<file path="src/rtl/lcdn_pkg.sv">
package lcdn_pkg;

    typedef enum logic [2:0] {
        PH_IDLE,
        PH_SETUP,
        PH_HIGH,
        PH_HOLD,
        PH_GAP
    } phase_t;

    typedef enum logic [2:0] {
        SQ_IDLE,
        SQ_WR_HI,
        SQ_WR_LO,
        SQ_RD_HI,
        SQ_RD_LO
    } seq_t;

    typedef struct packed {
        logic       rs;
        logic       rw;
        logic [3:0] nib;
    } nib_op_t;

    function automatic int max4(input int a, input int b, input int c, input int d);
        int m;
        m = a;
        if (b > m) m = b;
        if (c > m) m = c;
        if (d > m) m = d;
        return m;
    endfunction

endpackage

</file>
<file path="src/rtl/lcdn_strobe.sv">
module lcdn_strobe
    import lcdn_pkg::*;
#(
    parameter int SETUP_CYC = 2,
    parameter int PULSE_CYC = 4,
    parameter int HOLD_CYC  = 2,
    parameter int GAP_CYC   = 3
) (
    input  logic       clk,
    input  logic       rst,
    input  logic       start,
    input  nib_op_t    op,
    output logic       done,
    output logic [3:0] rd_nib,
    output logic       lcd_rs,
    output logic       lcd_rw,
    output logic       lcd_en,
    output logic [3:0] lcd_d_out,
    output logic       lcd_d_oe,
    input  logic [3:0] lcd_d_in
);
    localparam int MAXC = max4(SETUP_CYC, PULSE_CYC, HOLD_CYC, GAP_CYC);
    localparam int CW   = $clog2(MAXC + 1);

    phase_t        phase;
    logic [CW-1:0] cnt;
    nib_op_t       cur;

    always_ff @(posedge clk) begin
        if (rst) begin
            phase  <= PH_IDLE;
            cnt    <= '0;
            cur    <= '0;
            rd_nib <= '0;
        end else begin
            case (phase)
                PH_IDLE: if (start) begin
                    cur   <= op;
                    phase <= PH_SETUP;
                    cnt   <= CW'(SETUP_CYC - 1);
                end
                PH_SETUP: if (cnt == '0) begin
                    phase <= PH_HIGH;
                    cnt   <= CW'(PULSE_CYC - 1);
                end else cnt <= cnt - 1'b1;
                PH_HIGH: if (cnt == '0) begin
                    if (cur.rw) rd_nib <= lcd_d_in;
                    phase <= PH_HOLD;
                    cnt   <= CW'(HOLD_CYC - 1);
                end else cnt <= cnt - 1'b1;
                PH_HOLD: if (cnt == '0) begin
                    phase <= PH_GAP;
                    cnt   <= CW'(GAP_CYC - 1);
                end else cnt <= cnt - 1'b1;
                PH_GAP: if (cnt == '0) phase <= PH_IDLE;
                        else cnt <= cnt - 1'b1;
                default: phase <= PH_IDLE;
            endcase
        end
    end

    assign done      = (phase == PH_GAP) && (cnt == '0);
    assign lcd_rs    = cur.rs;
    assign lcd_rw    = cur.rw;
    assign lcd_en    = (phase == PH_HIGH);
    assign lcd_d_out = cur.nib;
    assign lcd_d_oe  = !cur.rw && (phase == PH_SETUP || phase == PH_HIGH || phase == PH_HOLD);

    AST_NO_DRIVE_ON_READ: assert property (@(posedge clk) disable iff (rst)
        lcd_rw |-> !lcd_d_oe);
    AST_CTRL_STABLE_HIGH: assert property (@(posedge clk) disable iff (rst)
        (lcd_en && $past(lcd_en)) |-> ($stable(lcd_rs) && $stable(lcd_rw)));
    AST_START_WHEN_IDLE: assert property (@(posedge clk) disable iff (rst)
        start |-> (phase == PH_IDLE));

endmodule

</file>
<file path="src/rtl/lcdn_seq.sv">
module lcdn_seq
    import lcdn_pkg::*;
(
    input  logic       clk,
    input  logic       rst,
    input  logic       req_valid,
    output logic       req_ready,
    input  logic       req_rs,
    input  logic [7:0] req_byte,
    input  logic       eng_done,
    input  logic [3:0] rd_nib,
    output logic       start,
    output nib_op_t    op,
    output logic       ac_valid,
    output logic [6:0] ac_value
);
    seq_t       state;
    logic       go;
    logic [7:0] byte_q;
    logic       rs_q;
    logic       busy_q;
    logic [2:0] ac_hi_q;

    assign req_ready = (state == SQ_IDLE);
    assign start     = go;

    always_comb begin
        case (state)
            SQ_WR_HI: op = '{rs: rs_q, rw: 1'b0, nib: byte_q[7:4]};
            SQ_WR_LO: op = '{rs: rs_q, rw: 1'b0, nib: byte_q[3:0]};
            SQ_RD_HI,
            SQ_RD_LO: op = '{rs: 1'b0, rw: 1'b1, nib: 4'h0};
            default:  op = '0;
        endcase
    end

    always_ff @(posedge clk) begin
        if (rst) begin
            state    <= SQ_IDLE;
            go       <= 1'b0;
            byte_q   <= '0;
            rs_q     <= 1'b0;
            busy_q   <= 1'b0;
            ac_hi_q  <= '0;
            ac_valid <= 1'b0;
            ac_value <= '0;
        end else begin
            ac_valid <= 1'b0;
            if (go) go <= 1'b0;
            case (state)
                SQ_IDLE: if (req_valid) begin
                    byte_q <= req_byte;
                    rs_q   <= req_rs;
                    state  <= SQ_WR_HI;
                    go     <= 1'b1;
                end
                SQ_WR_HI: if (eng_done) begin
                    state <= SQ_WR_LO;
                    go    <= 1'b1;
                end
                SQ_WR_LO: if (eng_done) begin
                    state <= SQ_RD_HI;
                    go    <= 1'b1;
                end
                SQ_RD_HI: if (eng_done) begin
                    busy_q  <= rd_nib[3];
                    ac_hi_q <= rd_nib[2:0];
                    state   <= SQ_RD_LO;
                    go      <= 1'b1;
                end
                SQ_RD_LO: if (eng_done) begin
                    ac_valid <= 1'b1;
                    ac_value <= {ac_hi_q, rd_nib};
                    if (busy_q) begin
                        state <= SQ_RD_HI;
                        go    <= 1'b1;
                    end else begin
                        state <= SQ_IDLE;
                    end
                end
                default: state <= SQ_IDLE;
            endcase
        end
    end

    AST_AC_ONE_CYCLE: assert property (@(posedge clk) disable iff (rst)
        ac_valid |=> !ac_valid);
    AST_READ_USES_CMD_SEL: assert property (@(posedge clk) disable iff (rst)
        (start && op.rw) |-> !op.rs);
    AST_ACCEPT_CLOSES: assert property (@(posedge clk) disable iff (rst)
        (req_valid && req_ready) |=> (!req_ready && state == SQ_WR_HI));
    AST_BUSY_REPOLL: assert property (@(posedge clk) disable iff (rst)
        (eng_done && state == SQ_RD_LO && busy_q) |=> (state == SQ_RD_HI));

endmodule

</file>
<file path="src/rtl/lcd_nibble_ctrl.sv">
module lcd_nibble_ctrl
    import lcdn_pkg::*;
#(
    parameter int SETUP_CYC = 2,
    parameter int PULSE_CYC = 4,
    parameter int HOLD_CYC  = 2,
    parameter int GAP_CYC   = 3
) (
    input  logic       clk,
    input  logic       rst,
    input  logic       req_valid,
    output logic       req_ready,
    input  logic       req_rs,
    input  logic [7:0] req_byte,
    output logic       lcd_rs,
    output logic       lcd_rw,
    output logic       lcd_en,
    output logic [3:0] lcd_d_out,
    output logic       lcd_d_oe,
    input  logic [3:0] lcd_d_in,
    output logic       ac_valid,
    output logic [6:0] ac_value
);
    logic       start;
    logic       eng_done;
    logic [3:0] rd_nib;
    nib_op_t    op;

    lcdn_seq u_seq (
        .clk       (clk),
        .rst       (rst),
        .req_valid (req_valid),
        .req_ready (req_ready),
        .req_rs    (req_rs),
        .req_byte  (req_byte),
        .eng_done  (eng_done),
        .rd_nib    (rd_nib),
        .start     (start),
        .op        (op),
        .ac_valid  (ac_valid),
        .ac_value  (ac_value)
    );

    lcdn_strobe #(
        .SETUP_CYC (SETUP_CYC),
        .PULSE_CYC (PULSE_CYC),
        .HOLD_CYC  (HOLD_CYC),
        .GAP_CYC   (GAP_CYC)
    ) u_strobe (
        .clk       (clk),
        .rst       (rst),
        .start     (start),
        .op        (op),
        .done      (eng_done),
        .rd_nib    (rd_nib),
        .lcd_rs    (lcd_rs),
        .lcd_rw    (lcd_rw),
        .lcd_en    (lcd_en),
        .lcd_d_out (lcd_d_out),
        .lcd_d_oe  (lcd_d_oe),
        .lcd_d_in  (lcd_d_in)
    );

endmodule

</file>
<file path="config.mk">
export PLATFORM = sky130hd
export DESIGN_NAME = lcd_nibble_ctrl
export DESIGN_NICKNAME = d
export VERILOG_FILES = /design/src/rtl/lcdn_pkg.sv /design/src/rtl/lcdn_strobe.sv /design/src/rtl/lcdn_seq.sv /design/src/rtl/lcd_nibble_ctrl.sv
export SDC_FILE = /design/constraint.sdc
export NUM_CORES = 1
export LEC_CHECK = 0
export BUFFER_PORTS_ARGS = -buffer_cell sky130_fd_sc_hd__buf_2
export CORE_ASPECT_RATIO = 0.6
export CORE_MARGIN = 2
export CORE_UTILIZATION = 56
export CTS_BUF_LIST = sky130_fd_sc_hd__clkbuf_8
export DETAILED_ROUTE_END_ITERATION = 8
export GPL_TIMING_DRIVEN = 0
export PLACE_DENSITY = 0.91
export SLEW_MARGIN = 20
export SYNTH_ARGS = -nofsm -noshare
export SYNTH_HDL_FRONTEND = slang
export SYNTH_HIERARCHICAL = 1
export SYNTH_SLANG_ARGS = --single-unit
</file>
<file path="constraint.sdc">
create_clock -name clk -period 2.9 [get_ports clk]
set_input_delay 0.145 -clock clk [delete_from_list [all_inputs] [get_ports clk]]
set_output_delay 0.145 -clock clk [all_outputs]
set_load 0.005 [all_outputs]
</file>
==> impl_metrics.tcl <==
set metrics [dict create \
    critPathSlowestCell "or3b_1" \
    seq_area_frac_synth_pct 43.4 \
    setup_viol 0 \
    clock-root-buffer "clkbuf_8" \
    path_cells "or3b_1, buf_2, nor2_1, clkbuf_2, and4bb_2, buf_4, mux2i_1, nor2_1" \
    path_clk_slew_ns 0.08 \
    cap_viol_max_count 0 \
    gr-total-overflow 0 \
    antenna_found_initial 0 \
    final_util_pct 67.5 \
    drtIter0Drc 118 \
    drive_above_1_share_pct 21.7 \
    seq_area_um2 821 \
    grt_pass1_vias 1440 \
    critPathRequiredTime_ns 3.08 \
    fill_cells 262 \
    r2r_start "u_strobe/phase[2]" \
    slowest_delay_ns 0.36 \
    die_y_um 49.0 \
    ys_warn_count 6 \
    powerDensity_nw_per_um2 608 \
    diodes 0 \
    worstMarginPinSlew_ns 0.504 \
    fmax_mhz 501 \
    core_um2 3240 \
    start_kind "flop" \
    first_pass_iters 4 \
    hold_path_class "in -> reg" \
    cp-end-kind "flop" \
    crit_type "reg -> reg" \
    route.detailed.drc 0 \
    holdPathStages 3 \
    io_buffers 31 \
    hold_ws_ns 0.0802 \
    synth_edf_count 0 \
    grt_max_degree 14 \
    ys_async_sr_fraction_pct 0 \
    antenna_left 0 \
    cp_data_arrival_time_ns 2.17 \
    die_area_um2 3870 \
    ios 33 \
    synthToLayoutAreaGrowth_pct 15.8 \
    viasPerCell 5.30 \
    path_max_fanout 8 \
    crit_top_cell "nor2_1" \
    rows 16 \
    hold_violations 0 \
    die_w_um 79.0 \
    wire_per_inst_um 13.1 \
    finalWirelength_um 3900 \
    grt_pass1_wl_um 6710 \
    place_congestion 0.792 \
    status "finished, final reports clean" \
    cts_resized 0 \
    totalNegativeSetupSlack_ns 0 \
    numClockSinks 41 \
    ir_drop_mv 0.384 \
    synth_area_um2 1890 \
    grt_usage_pct 22.6 \
    hpwl_um 2740 \
    placed_cell_area_um2 2100 \
    yosys_most_used_dff "dfxtp_1" \
    finClkSkew_ns 0.00701 \
    period_needed_ns 2.00 \
    hold_start "req_byte[1]" \
    slew_violations 0 \
    ys_ff_latch 41 \
    r2r_end "u_seq/ac_value[4]" \
    reg2reg_depth 8 \
    leakage_nw 0.939 \
    relSlewSlack_pct 66.3 \
    rsz0062_at_grt "no" \
    fin_crit_sh_pct 68.9 \
    cp_top_family "simple AND/OR/NAND/NOR gates" \
    cts_max_path_buffers 2 \
    hold_buffers 0 \
    fin_area_um2 2190 \
    start_util_pct 58.3 \
    clock_latency_ns 0.30 \
    htreeDepth 2 \
    path_buf_inv 3 \
    vias 1580 \
    final_net_count 270 \
    ff2ff_setup_slack_ns 0.90 \
    synth_cells 214 \
    synth.net_count 232 \
    cts_setup_buffers 0 \
    synth.avg_cell_area_um2 8.83 \
    hold_end "u_seq/byte_q[1]" \
    cts_made_buffers 5 \
    multi_input_area_um2 961 \
    yosysUniqueCellTypes 43 \
    cts_tree "done" \
]
## cell type report
cell class / instances / share of cell area (%)
buffer: 18 / 4.46
tap: 45 / 2.57
sequential: 41 / 37.5
multi-input combinational: 152 / 43.9
timing repair buffer: 31 / 7.09
clock buffer: 5 / 3.14
clock inverter: 3 / 0.857
inverter: 3 / 0.514
## sequential cells by signal (all words and copies together) (netlist names), 3 cells and up
signal and cells:
u_strobe/lcd_d_out 4, u_strobe/cnt 3, u_seq/ac_hi_q 3, u_seq/byte_q 8, u_seq/ac_value 7, u_seq/state 3
u_strobe/rd_nib 4, u_strobe/phase 3
## through the flow
| stage | cells | power [W] | setup slack [ns] |
|---|---|---|---|
| after floorplan | 214 | 0.000894 | 1.13 |
| after global placement | 290 | 0.000963 | 0.992 |
| after detailed placement | 290 | 0.000974 | 0.931 |
| after CTS | 298 | 0.00134 | 0.919 |
| after global routing | 298 | 0.00142 | 0.759 |
| final | 298 | 0.00133 | 0.902 |
## layout by cell type (no fill, tap or decap), types with 2 or more instances in the layout
cell        Yosys  final
nand2b_1        4      4
clkbuf_8        0      5
a22oi_1         4      4
inv_1           3      4
and2b_1         2      2
clkbuf_1        5      5
a31oi_1         2      2
a211oi_1        2      2
buf_2           7     38
ha_1            2      2
buf_6           2      2
clkinvlp_4      0      2
nand3b_1        2      2
clkbuf_2        2      2
nor2b_1         3      3
nor3b_1         3      3
nand2_1        20     20
mux2i_1        23     23
a21oi_1        17     17
o21ai_0         3      3
nor2_1         39     39
nor3_1          6      6
dfxtp_1        41     41
## how the worst max path moves through the flow
| stage | start | end | slack, ns | cells past startpoint |
|---|---|---|---|---|
| 5_1_grt | u_strobe/cnt[0] | u_seq/ac_value[2] | 0.76 | 9 |
| 6_report | u_strobe/phase[2] | u_seq/ac_value[4] | 0.90 | 8 |
| 3_5_place_dp | u_strobe/phase[2] | u_seq/ac_value[4] | 0.93 | 8 |
| 4_1_cts | u_strobe/phase[2] | u_seq/ac_value[4] | 0.92 | 8 |
| 3_3_place_gp | u_strobe/phase[2] | u_seq/ac_value[4] | 0.99 | 8 |
| 2_1_floorplan | u_strobe/phase[2] | u_seq/ac_value[4] | 1.13 | 8 |
## Yosys cell counts (3+ instances only)
library cell / n / share of area [%]
nor2b_1: 3 / 0.99
dfxtp_1: 41 / 43
buf_2: 7 / 1.9
a21oi_1: 17 / 4.5
nand2_1: 20 / 4.0
o21ai_0: 3 / 0.79
nand2b_1: 4 / 1.3
nor3b_1: 3 / 1.2
clkbuf_1: 5 / 0.99
a22oi_1: 4 / 1.6
inv_1: 3 / 0.60
nor3_1: 6 / 1.6
nor2_1: 39 / 7.7
mux2i_1: 23 / 12
## cell families after synthesis
kind of cell             Yosys count  share of synthesized area [%]
AO/OA/AOI/OAI                     36                           12.7
AND/OR/NAND/NOR                   90                           24.2
XOR/XNOR                           1                          0.463
adder cells (fa/ha/maj)            2                           1.32
multiplexers                      23                           12.2
flip-flops                        41                           43.4
buffers and inverters             21                           5.76
## power by group
group | switching (W) | total (W) | internal, W
logic | 0.000206 | 0.000342 | 0.000136
clock network | 0.000200 | 0.000366 | 0.000166
registers | 0.0000249 | 0.000624 | 0.000599
total | 0.000431 | 0.00133 | 0.000901
## layer usage
metal | up-vias | track usage [%] | wire length [µm] | part of all wire [%]
met3 | 10 | 8.52 | 243 | 6.2
met2 | 43 | 33.1 | 1670 | 43
met4 | 0 | 6.90 | 57 | 1.5
li1 | 812 | - | - | -
met1 | 715 | 31.2 | 1930 | 49
met5 | - | 0 | 0 | 0
## tightest hold or removal path, cell delays in order
cell and delay [ns]:
buf_2 0.09, nand2_1 0.04, a21oi_1 0.05
Power figures use the tool's default switching activity.
